<file path="config.mk">
export PLATFORM = sky130hd
export DESIGN_NAME = mw_eeprom_host
export DESIGN_NICKNAME = d
export VERILOG_FILES = /design/src/rtl/mw_eeprom_pkg.sv /design/src/rtl/mw_half_timer.sv /design/src/rtl/mw_do_sync.sv /design/src/rtl/mw_cmd_encode.sv /design/src/rtl/mw_eeprom_host.sv
export SDC_FILE = /design/constraint.sdc
export NUM_CORES = 1
export LEC_CHECK = 0
export BUFFER_PORTS_ARGS = -buffer_cell sky130_fd_sc_hd__buf_2
export CELL_PAD_IN_SITES_DETAIL_PLACEMENT = 0
export CELL_PAD_IN_SITES_GLOBAL_PLACEMENT = 1
export CORE_UTILIZATION = 30
export CTS_BUF_LIST = sky130_fd_sc_hd__clkbuf_4
export DETAILED_ROUTE_END_ITERATION = 16
export PLACE_DENSITY_LB_ADDON = 0.1
export SETUP_SLACK_MARGIN = 0.5
export SYNTH_ARGS = -nofsm -noshare
export SYNTH_HDL_FRONTEND = slang
export SYNTH_SLANG_ARGS = --single-unit
</file>
<file path="constraint.sdc">
create_clock -name clk -period 2.2 [get_ports clk]
set_clock_uncertainty 0.15 [all_clocks]
set_input_delay 0.33 -clock clk [delete_from_list [all_inputs] [get_ports clk]]
set_output_delay 0.33 -clock clk [all_outputs]
set_load 0.01 [all_outputs]
</file>
<file path="src/rtl/mw_eeprom_pkg.sv">
package mw_eeprom_pkg;

  typedef enum logic [2:0] {
    OP_READ      = 3'd0,
    OP_WRITE     = 3'd1,
    OP_ERASE     = 3'd2,
    OP_WREN      = 3'd3,
    OP_WRDIS     = 3'd4,
    OP_ERASE_ALL = 3'd5,
    OP_WRITE_ALL = 3'd6,
    OP_BAD       = 3'd7
  } mw_op_e;

  typedef enum logic [2:0] {
    S_IDLE,
    S_LEAD,
    S_SETUP,
    S_SHIFT,
    S_GAP,
    S_POLL,
    S_RESP
  } mw_state_e;

endpackage

</file>
<file path="src/rtl/mw_half_timer.sv">
module mw_half_timer #(
  parameter int DIV_HALF = 63
) (
  input  logic clk,
  input  logic rst_n,
  input  logic run,
  output logic tick
);
  localparam int CW = $clog2(DIV_HALF + 1);

  logic [CW-1:0] cnt;

  assign tick = run && (cnt == CW'(DIV_HALF - 1));

  always_ff @(posedge clk or negedge rst_n) begin
    if (!rst_n)             cnt <= '0;
    else if (!run || tick)  cnt <= '0;
    else                    cnt <= cnt + 1'b1;
  end

endmodule

</file>
<file path="src/rtl/mw_do_sync.sv">
module mw_do_sync #(
  parameter int STAGES = 2
) (
  input  logic clk,
  input  logic rst_n,
  input  logic din,
  output logic dout
);
  logic [STAGES-1:0] pipe;

  generate
    if (STAGES == 1) begin : g_one
      always_ff @(posedge clk or negedge rst_n) begin
        if (!rst_n) pipe <= '1;
        else        pipe <= din;
      end
    end else begin : g_many
      always_ff @(posedge clk or negedge rst_n) begin
        if (!rst_n) pipe <= '1;
        else        pipe <= {pipe[STAGES-2:0], din};
      end
    end
  endgenerate

  assign dout = pipe[STAGES-1];

endmodule

</file>
<file path="src/rtl/mw_cmd_encode.sv">
module mw_cmd_encode
  import mw_eeprom_pkg::*;
#(
  parameter int ADDR_W  = 6,
  parameter int DATA_W  = 16,
  parameter int CMD_W   = 3 + ADDR_W,
  parameter int FRAME_W = CMD_W + DATA_W,
  parameter int CNT_W   = $clog2(FRAME_W + 1)
) (
  input  mw_op_e              op,
  input  logic [ADDR_W-1:0]   addr,
  input  logic [DATA_W-1:0]   wdata,
  output logic [FRAME_W-1:0]  frame,
  output logic [CNT_W-1:0]    nclk,
  output logic                poll,
  output logic                is_read,
  output logic                bad
);
  localparam int LOW_W = ADDR_W - 2;

  logic [1:0]        code;
  logic [ADDR_W-1:0] a;
  logic [DATA_W-1:0] d;
  logic              lng;

  always_comb begin
    code    = 2'b00;
    a       = addr;
    d       = '0;
    lng     = 1'b0;
    poll    = 1'b0;
    is_read = 1'b0;
    bad     = 1'b0;
    case (op)
      OP_READ:      begin code = 2'b10; lng = 1'b1; is_read = 1'b1; end
      OP_WRITE:     begin code = 2'b01; d = wdata; lng = 1'b1; poll = 1'b1; end
      OP_ERASE:     begin code = 2'b11; poll = 1'b1; end
      OP_WREN:      a = {2'b11, {LOW_W{1'b0}}};
      OP_WRDIS:     a = '0;
      OP_ERASE_ALL: begin a = {2'b10, {LOW_W{1'b0}}}; poll = 1'b1; end
      OP_WRITE_ALL: begin
        a = {2'b01, {LOW_W{1'b0}}}; d = wdata; lng = 1'b1; poll = 1'b1;
      end
      default:      bad = 1'b1;
    endcase
    frame = {1'b1, code, a, d};
    nclk  = lng ? CNT_W'(FRAME_W) : CNT_W'(CMD_W);
  end

endmodule

</file>
<file path="src/rtl/mw_eeprom_host.sv">
module mw_eeprom_host
  import mw_eeprom_pkg::*;
#(
  parameter int DIV_HALF    = 63,
  parameter int TIMEOUT_CYC = 1875000,
  parameter int ADDR_W      = 6,
  parameter int DATA_W      = 16
) (
  input  logic              clk,
  input  logic              rst_n,
  input  logic              req_valid,
  output logic              req_ready,
  input  logic [2:0]        req_op,
  input  logic [ADDR_W-1:0] req_addr,
  input  logic [DATA_W-1:0] req_wdata,
  output logic              rsp_valid,
  input  logic              rsp_ready,
  output logic [DATA_W-1:0] rsp_rdata,
  output logic              rsp_err,
  output logic              ee_cs,
  output logic              ee_sk,
  output logic              ee_di,
  input  logic              ee_do
);
  localparam int CMD_W   = 3 + ADDR_W;
  localparam int FRAME_W = CMD_W + DATA_W;
  localparam int CNT_W   = $clog2(FRAME_W + 1);
  localparam int TMO_W   = $clog2(TIMEOUT_CYC + 1);
  localparam int PH_W    = $clog2(DIV_HALF + 1);

  mw_state_e          state;
  logic [FRAME_W-1:0] sreg;
  logic [CNT_W-1:0]   len_q, bitn;
  logic               poll_q, rd_q, settled;
  logic [TMO_W-1:0]   tmo;
  logic [DATA_W-1:0]  rdata_q;
  logic               err_q, cs_q, sck_q, di_q;

  logic [FRAME_W-1:0] enc_frame;
  logic [CNT_W-1:0]   enc_len;
  logic               enc_poll, enc_read, enc_bad;
  logic               tick, run, do_s;

  mw_cmd_encode #(
    .ADDR_W(ADDR_W), .DATA_W(DATA_W), .CMD_W(CMD_W),
    .FRAME_W(FRAME_W), .CNT_W(CNT_W)
  ) u_enc (
    .op(mw_op_e'(req_op)), .addr(req_addr), .wdata(req_wdata),
    .frame(enc_frame), .nclk(enc_len), .poll(enc_poll),
    .is_read(enc_read), .bad(enc_bad)
  );

  assign run = (state == S_LEAD) || (state == S_SETUP) || (state == S_SHIFT) ||
               (state == S_GAP) || ((state == S_POLL) && !settled);

  mw_half_timer #(.DIV_HALF(DIV_HALF)) u_tmr (
    .clk(clk), .rst_n(rst_n), .run(run), .tick(tick)
  );

  mw_do_sync #(.STAGES(2)) u_sync (
    .clk(clk), .rst_n(rst_n), .din(ee_do), .dout(do_s)
  );

  always_ff @(posedge clk or negedge rst_n) begin
    if (!rst_n) begin
      state   <= S_IDLE;
      sreg    <= '0;
      len_q   <= '0;
      bitn    <= '0;
      poll_q  <= 1'b0;
      rd_q    <= 1'b0;
      settled <= 1'b0;
      tmo     <= '0;
      rdata_q <= '0;
      err_q   <= 1'b0;
      cs_q    <= 1'b0;
      sck_q   <= 1'b0;
      di_q    <= 1'b0;
    end else begin
      case (state)
        S_IDLE: if (req_valid) begin
          rdata_q <= '0;
          err_q   <= 1'b0;
          if (enc_bad) begin
            err_q <= 1'b1;
            state <= S_RESP;
          end else begin
            sreg   <= enc_frame;
            len_q  <= enc_len;
            poll_q <= enc_poll;
            rd_q   <= enc_read;
            bitn   <= '0;
            state  <= S_LEAD;
          end
        end
        S_LEAD: if (tick) begin
          cs_q  <= 1'b1;
          di_q  <= sreg[FRAME_W-1];
          state <= S_SETUP;
        end
        S_SETUP: if (tick) begin
          sck_q <= 1'b1;
          bitn  <= CNT_W'(1);
          state <= S_SHIFT;
        end
        S_SHIFT: if (tick) begin
          if (sck_q) begin
            sck_q <= 1'b0;
            if (bitn == len_q) begin
              cs_q  <= 1'b0;
              di_q  <= 1'b0;
              state <= poll_q ? S_GAP : S_RESP;
            end else begin
              sreg <= {sreg[FRAME_W-2:0], 1'b0};
              di_q <= sreg[FRAME_W-2];
            end
          end else begin
            sck_q <= 1'b1;
            bitn  <= bitn + 1'b1;
            if (rd_q && (bitn >= CNT_W'(CMD_W)))
              rdata_q <= {rdata_q[DATA_W-2:0], do_s};
          end
        end
        S_GAP: if (tick) begin
          cs_q    <= 1'b1;
          settled <= 1'b0;
          tmo     <= '0;
          state   <= S_POLL;
        end
        S_POLL: begin
          if (!settled) begin
            if (tick) settled <= 1'b1;
          end else if (do_s) begin
            cs_q  <= 1'b0;
            state <= S_RESP;
          end else if (tmo == TMO_W'(TIMEOUT_CYC - 1)) begin
            cs_q  <= 1'b0;
            err_q <= 1'b1;
            state <= S_RESP;
          end else begin
            tmo <= tmo + 1'b1;
          end
        end
        S_RESP: if (rsp_ready) state <= S_IDLE;
        default: state <= S_IDLE;
      endcase
    end
  end

  assign req_ready = (state == S_IDLE);
  assign rsp_valid = (state == S_RESP);
  assign rsp_rdata = rdata_q;
  assign rsp_err   = err_q;
  assign ee_cs     = cs_q;
  assign ee_sk     = sck_q;
  assign ee_di     = di_q;

  // Phase-length observers used only by the properties below
  logic            sck_d;
  logic [PH_W-1:0] ph_len, cs_low_len;

  always_ff @(posedge clk or negedge rst_n) begin
    if (!rst_n) begin
      sck_d      <= 1'b0;
      ph_len     <= PH_W'(DIV_HALF);
      cs_low_len <= PH_W'(DIV_HALF);
    end else begin
      sck_d <= sck_q;
      if (sck_q != sck_d)                ph_len <= PH_W'(1);
      else if (ph_len != PH_W'(DIV_HALF)) ph_len <= ph_len + 1'b1;
      if (cs_q)                              cs_low_len <= '0;
      else if (cs_low_len != PH_W'(DIV_HALF)) cs_low_len <= cs_low_len + 1'b1;
    end
  end

  p_sck_needs_cs_r1: assert property (@(posedge clk) disable iff (!rst_n)
    !cs_q |-> !sck_q);

  p_di_hold_r1: assert property (@(posedge clk) disable iff (!rst_n)
    (sck_q && sck_d) |-> $stable(di_q));

  p_phase_len_r5: assert property (@(posedge clk) disable iff (!rst_n)
    (sck_q != sck_d) |-> (ph_len >= PH_W'(DIV_HALF)));

  p_cs_gap_r5: assert property (@(posedge clk) disable iff (!rst_n)
    $rose(cs_q) |-> (cs_low_len >= PH_W'(DIV_HALF)));

  p_one_inflight_r9: assert property (@(posedge clk) disable iff (!rst_n)
    rsp_valid |-> !req_ready);

  p_rsp_hold_r9: assert property (@(posedge clk) disable iff (!rst_n)
    (rsp_valid && !rsp_ready) |=> (rsp_valid && $stable(rsp_rdata) && $stable(rsp_err)));

  p_resp_cs_low_r8: assert property (@(posedge clk) disable iff (!rst_n)
    rsp_valid |-> (!ee_cs && !ee_sk));

endmodule

</file>
# [After elaboration in Yosys (flattened, before gate mapping)]
# Cells that the tools add are included.
[classes] n_lt_le_gt_ge=1 n_mux=70 add_sub_neg=3 n_reduce_logical=35 eq_ne=33
[ops] cell="25-bit 2-to-1 mux" count=5
[ops] cell="21-bit 2-to-1 mux" count=4
[ops] cell="16-bit 2-to-1 mux" count=5
[ops] cell="25-bit one-hot mux with 2 select lines" count=1
[ops] cell="21-bit one-hot mux with 2 select lines" count=1
[ops] cell="3-bit 2-to-1 mux" count=12
[ops] cell="16-bit one-hot mux with 2 select lines" count=1
[ops] cell="5-bit 2-to-1 mux" count=6
[ops] cell="1-bit 2-to-1 mux" count=24
[ops] cell="6-bit one-hot mux with 4 select lines" count=1
[ops] cell="21-bit by 1-bit adder with 21-bit output (second input constant)" count=1
[ops] cell="21-bit == test (second input constant)" count=1
[ops] cell="3-bit one-hot mux with 7 select lines" count=1
[ops] cell="3-bit == test (second input constant)" count=6
[ops] cell="2-bit by 1-bit != test with 1-bit output (second input constant)" count=9
[ops] cell="2-bit != test (second input constant)" count=8
[ops] cell="5-bit one-hot mux with 3 select lines" count=1
[ops] cell="5-bit AND reduction" count=3
[ops] cell="3-bit by 2-bit == test with 1-bit output (second input constant)" count=4
[ops] cell="6-bit AND reduction" count=2
[ops] cell="10-bit AND reduction" count=1
[ops] cell="2-bit nonzero test" count=5
[ops] cell="1-bit one-hot mux with 2 select lines" count=4
[ops] cell="7-bit AND reduction" count=1
[ops] cell="other kinds (23)" count=35
[totals] out_inout_bits=22 register_bits=90

# [Logic depth before layout (Yosys ltp)]
# Gate-level depths: netlist of the first run.
[logic_depth] ltp_word=9 ltp_mapped=9 mapped_depth_nobuf=7

# [By module]
# A second synthesis of the first run with hierarchy kept.
[hier_totals] hier_cells=546 area_unflattened_um2=4944.7
[modules_own_cells] module="mw_eeprom_host" area_per_inst_um2=4275.4 seq_area_each_um2=2052.0 n_inst=1 cells_each=465
[modules_own_cells] module="mw_cmd_encode" area_per_inst_um2=331.6 seq_area_each_um2=0.0 n_inst=1 cells_each=51
[modules_own_cells] module="mw_half_timer" area_per_inst_um2=285.3 seq_area_each_um2=150.1 n_inst=1 cells_each=28
[modules_own_cells] module="mw_do_sync" area_per_inst_um2=52.6 seq_area_each_um2=52.6 n_inst=1 cells_each=2

# [Worst setup path before layout of the first run]
# No wires, ideal clock.
[synth_timing] path_type="reg-to-reg" start="register state[1]" end="register sreg[10]" stages_incl_launch_ff=7 t_arrival_ns=2.081 synth_period_minus_slack_ns=2.356 path_slack_ns=-0.156 n_path_buf=2 cell_sequence="dfrtp_1 > clkbuf_1 > nor3_1 > nand2_1 > a21oi_4 > buf_12 > mux2_4"
[synth_rtl] element="from (decl)" line="mw_eeprom_host.sv:31" rtl="mw_state_e state;"
[synth_rtl] element="from (signal assigned)" line="mw_eeprom_host.sv:112" rtl="state <= poll_q ? S_GAP : S_RESP;"
[synth_rtl] element="3-bit zero test *"
[synth_rtl] element="named net req_ready" line="mw_eeprom_host.sv:12" rtl="output logic req_ready,"
[synth_rtl] element="2-bit != test (no source line) / 2-bit nonzero test (equally long branches)"
[synth_rtl] element="6-bit AND reduction (no source line)"
[synth_rtl] element="to (signal assigned)" line="mw_eeprom_host.sv:88" rtl="sreg <= enc_frame;"
[synth_rtl] element="to (signal assigned)" line="mw_eeprom_host.sv:114" rtl="sreg <= {sreg[FRAME_W-2:0], 1'b0};"
[synth_rtl] element="to (decl)" line="mw_eeprom_host.sv:32" rtl="logic [FRAME_W-1:0] sreg;"
# The timed path passes the listed nets; every way through them passes the cells marked *.
# A chain may end at the register's enable or synchronous reset.

# [Worst setup path after layout of the first run]
[layout_timing] start="register u_tmr.cnt[0]" end="register tmo[9]"
[layout_via] elab_chain_cells=4
[layout_lines] element="from (decl)" line="mw_half_timer.sv:11" rtl="logic [CW-1:0] cnt;"
[layout_lines] element="from (signal assigned)" line="mw_half_timer.sv:18" rtl="else cnt <= cnt + 1'b1;"
[layout_lines] element="6-bit == test" line="mw_half_timer.sv:13" rtl="assign tick = run && (cnt == CW'(DIV_HALF - 1));"
[layout_lines] element="1-bit logical AND" line="mw_half_timer.sv:13"
[layout_lines] element="2-bit by 1-bit != test with 1-bit output (no source line)"
[layout_lines] element="5-bit AND reduction (no source line)"
[layout_lines] element="to (signal assigned)" line="mw_eeprom_host.sv:141" rtl="tmo <= tmo + 1'b1;"
[layout_lines] element="to (decl)" line="mw_eeprom_host.sv:35" rtl="logic [TMO_W-1:0] tmo;"
# Every way passes these cells.

==> metrics.csv, run 1 <==
metric,value,unit
vias_per_cell,4.90,
grt_pass1_vias,4298,
cts_buffer_depth,2,
drt-total-wl,13.3,mm
report.final.slew_viol_count,0,
dpl.hpwl,8.46,mm
synth_fa_ha_area_share,2.57,%
synth_nets,525,
synthFlopType,dfrtp_1,
drt_iter0_markers,119,
synth_edf_count,0,
grt_first_pass_wirelength,21.8,mm
drive_above_1_share,50.5,%
synth_top_area_share,43.8,%
vdd_drop_max,0.000197,V
grt_usage,16.8,%
pin_count,52,
layout.nets,681,
synth_seq_cells,87,
crit_type,reg -> reg,
synth_top_cell_by_area,dfrtp_1,
crit_required,2.42,ns
wl_per_cell,15.4,um
tritoncts,built,
dp_slack,-0.182,ns
end_kind,register,
cts-root-buf,clkbuf_4,
vias,4232,
insertion_delay,0.45,ns
nFillCells,1523,
p_leak,0.00304,uW
cts_buffers,9,
arrival,2.48,ns
cap_violations,0,
gp_congestion,0.800,
drt_first_pass_iters,4,
setup_violations,7,
ys_types,63,
holdWs,0.0721,ns
cts.sinks,87,
syn_area,4860,um^2
grt_overflow,0,
drc,0,
rows,46,
portBuffers,51,
die-area,16700,um^2
core_region_area,15800,um^2
p_per_area,394,nW/um^2
die_y,129,um
ys_seq_area_share,44.8,%
ant_nets,0,
period_needed,2.26,ns
synth.yosys.warnings,0,
start_util,30.7,%
antenna_found_initial,1,
synth-xor-area-share,1.80,%
synth_top_family_by_area,compound AO/OA/AOI/OAI gates,
hold_viol,0,
synth_compound_area_share,18.6,%
max_freq,0.443,GHz
setup_ws,-0.0554,ns
ys_async_sr_fraction,100,%
crit_fanout,5,
period_share,103,%
slew_headroom,66.4,%
cts_max_level,3,
syn_avg_cell_area,10.0,um^2
synth_mux_area_share,9.16,%
die_w,129,um
synthCells,485,
worstMarginPinSlew,0.504,ns
rsz0062_at_grt,true,
worstSetupStartpointType,register,
syn2layout_area_growth,46.5,%
synthSimpleGateAreaFrac,18.2,%
violations,negative setup slack,
path_clk_slew,0.15,ns
hp-class,in -> reg,
grt_max_degree,88,
status,"finished, violations left",
synth.area.top_cells,"dfrtp_1, mux2_4, nand2_1, o21ai_0, a21oi_1",
[critical path, stage by stage, from the launching register on]
cell	delay (ns)
dfrtp_1	0.42
inv_2	0.07
ha_4	0.14
and3_4	0.18
and4_1	0.19
buf_6	0.12
o311ai_4	0.11
buf_12	0.17
buf_12	0.12
or3_4	0.36
a21oi_2	0.14
[report_power, final]
part	leakage, uW	internal, uW	switching, uW
registers	0.00105	1630	19.9
clock network	0.0000766	382	574
logic	0.00192	99.7	99.5
[synth_stat cells, types with 7 or more instances]
library cell	count
dfrtp_1	85
nand2_1	61
o21ai_0	37
a21oi_1	29
nor2_1	29
inv_1	18
mux2_4	16
or3_1	15
nand3_1	14
mux2_2	12
a22o_1	10
clkbuf_1	10
ha_1	10
a22o_2	9
o31ai_1	9
mux2i_1	7
nor3_1	7
xnor2_1	7
[cells in the final DEF, fill, tap and decap left out, types with 4 or more instances in the layout]
cell and instances:
inv_1 16, dfrtp_2 6, nand3_1 13, o31ai_1 8, or3_4 6, buf_6 30, nand2_2 7, a22o_1 10
nand2_1 39, nand4_1 5, buf_12 7, nand2_4 15, or3_1 10, mux2_4 26, a22o_2 9, o21ai_2 14
or4_4 4, nand2b_1 6, o21ai_1 9, buf_16 4, xnor2_1 6, nor3_1 6, clkbuf_4 12, mux2i_1 7
nor2_1 25, buf_2 48, a21oi_1 18, o21ai_0 13, buf_4 77, dfrtp_1 79, a21oi_2 11, and3_4 4
ha_1 6
[final cells by class]
class / count / area [um^2] / area share [%]
flip-flops and latches: 87 / 2190 / 30.7
inverters: 18 / 70.1 / 0.984
repair buffers: 169 / 1440 / 20.2
clock inverters: 4 / 46.3 / 0.650
well taps: 216 / 270 / 3.79
diodes: 1 / 2.50 / 0.0351
clock buffers: 12 / 90.1 / 1.26
multi-input cells: 356 / 3020 / 42.4
[final timing paths]
check | startpoint | endpoint | slack [ns] | cells after the start
worst max-delay path | u_tmr.cnt[0] | tmo[9] | -0.06 | 10
worst min-delay path | req_wdata[10] | sreg[10] | 0.07 | 3
worst max register to register | u_tmr.cnt[0] | tmo[9] | -0.06 | 10
worst min register to register | u_sync.pipe[0] | u_sync.pipe[1] | 0.22 | 0
max in group asynchronous | rst_n | state[1] | 1.19 | 3
min in group asynchronous | rst_n | tmo[11] | 0.30 | 3
[logic make-up after synthesis]
group | after synthesis
DFF | 87
buffers and inverters | 43
muxes | 35
AOI/OAI and AO/OA | 125
adders and majority gates | 10
and+or+nand+nor | 175
xor gates and xnor gates | 10
[flip-flops by register name, summed over array words and instances (netlist names), 2 cells and up]
name and count:
bitn 5, len_q 2, rsp_rdata 16, sreg 25, state 3, tmo 21
u_sync.pipe 2, u_tmr.cnt 6
[routing by layer]
layer | vias up | share of wire (%) | track usage (%)
li1 | 2077 | - | -
met1 | 2094 | 49 | 23.3
met2 | 54 | 47 | 26.7
met3 | 7 | 2.5 | 3.14
met4 | 0 | 0.94 | 4.50
met5 | - | 0 | 0
[timing repair]
action / CTS / global route
gates resized for setup: 81 / 79
hold buffers: 3 / 0
gates cloned: 5 / 0
buffers inserted: 28 / 9
endpoints found under the setup margin: 79 / 82
hold endpoints to repair: 87 / 0
pin swaps: 46 / 31
[metrics by stage]
| step | power [uW] | area [um^2] | utilization, % | instances | setup TNS, ns |
|---|---|---|---|---|---|
| floorplan | 1770 | 4990 | - | 485 | 0 |
| global placement | 1870 | 5930 | 37.4 | 801 | -0.910 |
| detailed placement | 1880 | 5930 | 37.4 | 801 | -1.29 |
| CTS | 2870 | 6750 | 42.7 | 853 | -1.03 |
| global route | 2960 | 7120 | 45.0 | 863 | -2.20 |
| finish | 2800 | 7120 | 45.0 | 863 | -0.140 |
(Power assumes the default switching activity.)
==> run 2: changes to the inputs <==
Settings changed: RECOVER_POWER set to 50, SYNTH_HIERARCHICAL set to 1.
==> run 2 against run 1 <==
Net effect:
- the run still ends with negative setup slack left
- routed wire length grew 0.19%
- count of clock-buffer cells in the layout shrank 2
- final cell count is 6.0% higher
- fmax down 3.9%
- global-route usage fell by 0.53 points
- non-clock buffer count down 2
- power up 130%
- sequential share of layout area rose by 0.61 points
- largest power group is now combinational cells
- area after synthesis is 1.7% higher
==> metrics.csv, run 2 <==
metric,value,unit
crit_required,2.43,ns
grt_first_pass_wirelength,21.3,mm
wl_met2,6.64,mm
grt_overflow,0,
grt_usage,16.2,%
grt_max_degree,40,
worstSetupStartpointType,register,
hp-start,req_wdata[9],
cpPeakStageDelay,0.53,ns
worstMarginPinSlew,0.914,ns
synth_top_cell_by_area,dfrtp_1,
fin_util,45.0,%
drt_iter0_markers,151,
synth_seq_cells,90,
timing.rr.start,tmo[16],
ff2ff_setup_slack,-0.15,ns
final_common_cell,nand2_1,
timing.critical_path.cells,"or4b_1, or4_4, o21ai_4, buf_6, nand2b_4, o32a_1",
insertion_delay,0.47,ns
syn_area,4940,um^2
setup_ws,-0.148,ns
nFillCells,1620,
vdd_drop_max,0.000355,V
wl_met1,6.27,mm
end_kind,register,
die-area,17000,um^2
ys_seq_area_share,45.6,%
syn2layout_area_growth,45.7,%
layout.nets,728,
synth_most_common_cell,nand2_1,
ys_async_sr_fraction,100,%
vias,4359,
cp_top_family,simple AND/OR/NAND/NOR gates,
cts-root-buf,clkbuf_4,
synthCells,546,
synth_edf_count,0,
cap_violations,0,
cts_buffers,9,
rsz0062_at_grt,true,
finalPower,6310,uW
status,"finished, violations left",
synth_common_cells,"nand2_1, dfrtp_1, mux2_2",
wl_per_cell,14.6,um
met3_length,257,um
reg2reg_to,state[1],
worst_path_max_delay_cell,or4b_1,
synth_top_area_share,44.5,%
largest_register,sreg,
grt_pass1_vias,4198,
drive_above_1_share,46.0,%
critPathBufInv,1,
synth.yosys.warnings,6,
ys_types,69,
start_util,30.9,%
cts.sinks,90,
ff2ff_path_depth,6,
portBuffers,51,
multi_input_area,3080,um^2
violations,negative setup slack,
dpl.hpwl,8.48,mm
die_y,130,um
slew_headroom,39.1,%
p_leak,0.00329,uW
whs_endpoint,sreg[9],
synthFlopType,dfrtp_1,
placed_cells,851,
largest_reg_flops,25,
hp-class,in -> reg,
arrival,2.57,ns
fin_cells,915,
report.final.slew_viol_count,0,
ant_nets,0,
core_region_area,16000,um^2
crit_fanout,4,
period_share,107,%
cts_max_level,3,
vias_per_cell,4.76,
drt_first_pass_iters,4,
path_clk_slew,0.16,ns
rows,46,
worstHoldPathCells,5,
hold_viol,0,
p_per_area,875,nW/um^2
ff_latch_area,2260,um^2
drc,0,
crit_type,reg -> reg,
die_w,130,um
period_needed,2.35,ns
top_layer,met4,
setup_violations,44,
pin_count,52,
antenna_found_initial,1,
final_cell_mix,"nand2_1, dfrtp_1, buf_4, buf_2, buf_6",
tritoncts,built,
max_freq,0.426,GHz
drt-total-wl,13.3,mm
syn_avg_cell_area,9.06,um^2
gp_congestion,0.744,
synth.area.top_cells,"dfrtp_1, nand2_1, mux2_2, o21ai_0, and2_1",
cts_buffer_depth,2,
==> run 2: cell count changes after synthesis, sizes merged, moves of 7 or more <==
cell / delta
a22o: -16
nand2: +70
and2: +21
or3: -8
inv: -9
a21oi: -7
==> run 2: per-layer routing <==
metal,vias up,GRT usage (%)
li1,2159,-
met1,2139,21.1
met2,47,27.5
met3,14,2.12
met4,0,6.29
met5,-,0
==> run 2: worst max path at each step <==
stage             start        to  slack, ns  depth (start not counted)
5_1_grt         tmo[13]    tmo[0]      -0.17                          7
2_1_floorplan  state[0]  sreg[10]      -0.22                         13
4_1_cts         tmo[16]    tmo[0]      -0.13                          7
6_report        tmo[16]  state[1]      -0.15                          6
3_5_place_dp    tmo[16]    tmo[0]      -0.35                          6
3_3_place_gp    tmo[16]    tmo[0]      -0.31                          6
==> run 2: kinds of logic (layout without fill, tap and decap cells) <==
kind of cell	Yosys count	in the layout	share of synthesized area, %
xor+xnor	15	15	2.66
fa+ha+maj	5	5	1.27
flops	90	90	45.6
mux	37	37	8.58
buf+inv	44	193	4.45
compound gates	90	90	11.5
other cells	2	6	0.152
simple gates	263	263	25.8
==> run 2: power breakdown <==
part | internal [uW] | switching (uW) | total [uW]
logic | 1480 | 1470 | 2960
registers | 2110 | 361 | 2470
clock network | 248 | 634 | 882
==> run 2: timing repair <==
action | in CTS | in global routing
cloned | 1 | 3
endpoints found under the hold margin | 34 | 0
setup buffers | 27 | 13
pin swaps | 29 | 47
setup endpoints to repair | 82 | 89
gates resized for setup | 97 | 77
hold buffers | 3 | 0
==> run 2: worst reg2reg max path, delay by kind of cell, from the launching register on <==
| kind | cells | cell delay [ns] |
|---|---|---|
| AOI/OAI and AO/OA | 2 | 0.49 |
| DFF | 1 | 0.41 |
| and+or+nand+nor | 3 | 1.07 |
| buffers and inverters | 1 | 0.14 |
==> run 2: stage by stage <==
stage | TNS [ns] | hold WS [ns] | setup slack, ns | area [um^2]
floorplan | -6.70 | -0.116 | -0.221 | 5140
global placement | -7.93 | 0.191 | -0.313 | 6010
detailed placement | -9.14 | 0.187 | -0.347 | 6010
CTS | -4.33 | 0.0832 | -0.133 | 6780
global route | -7.70 | 0.115 | -0.172 | 7210
finish | -2.14 | 0.120 | -0.148 | 7210
==> run 2: cell type report <==
| class | instances | area share [%] |
|---|---|---|
| multi-input combinational | 415 | 42.8 |
| timing repair buffer | 167 | 19.8 |
| inverter | 10 | 0.694 |
| clock inverter | 6 | 0.590 |
| tap | 216 | 3.75 |
| clock buffer | 10 | 1.04 |
| sequential | 90 | 31.3 |
| antenna | 1 | 0.0347 |
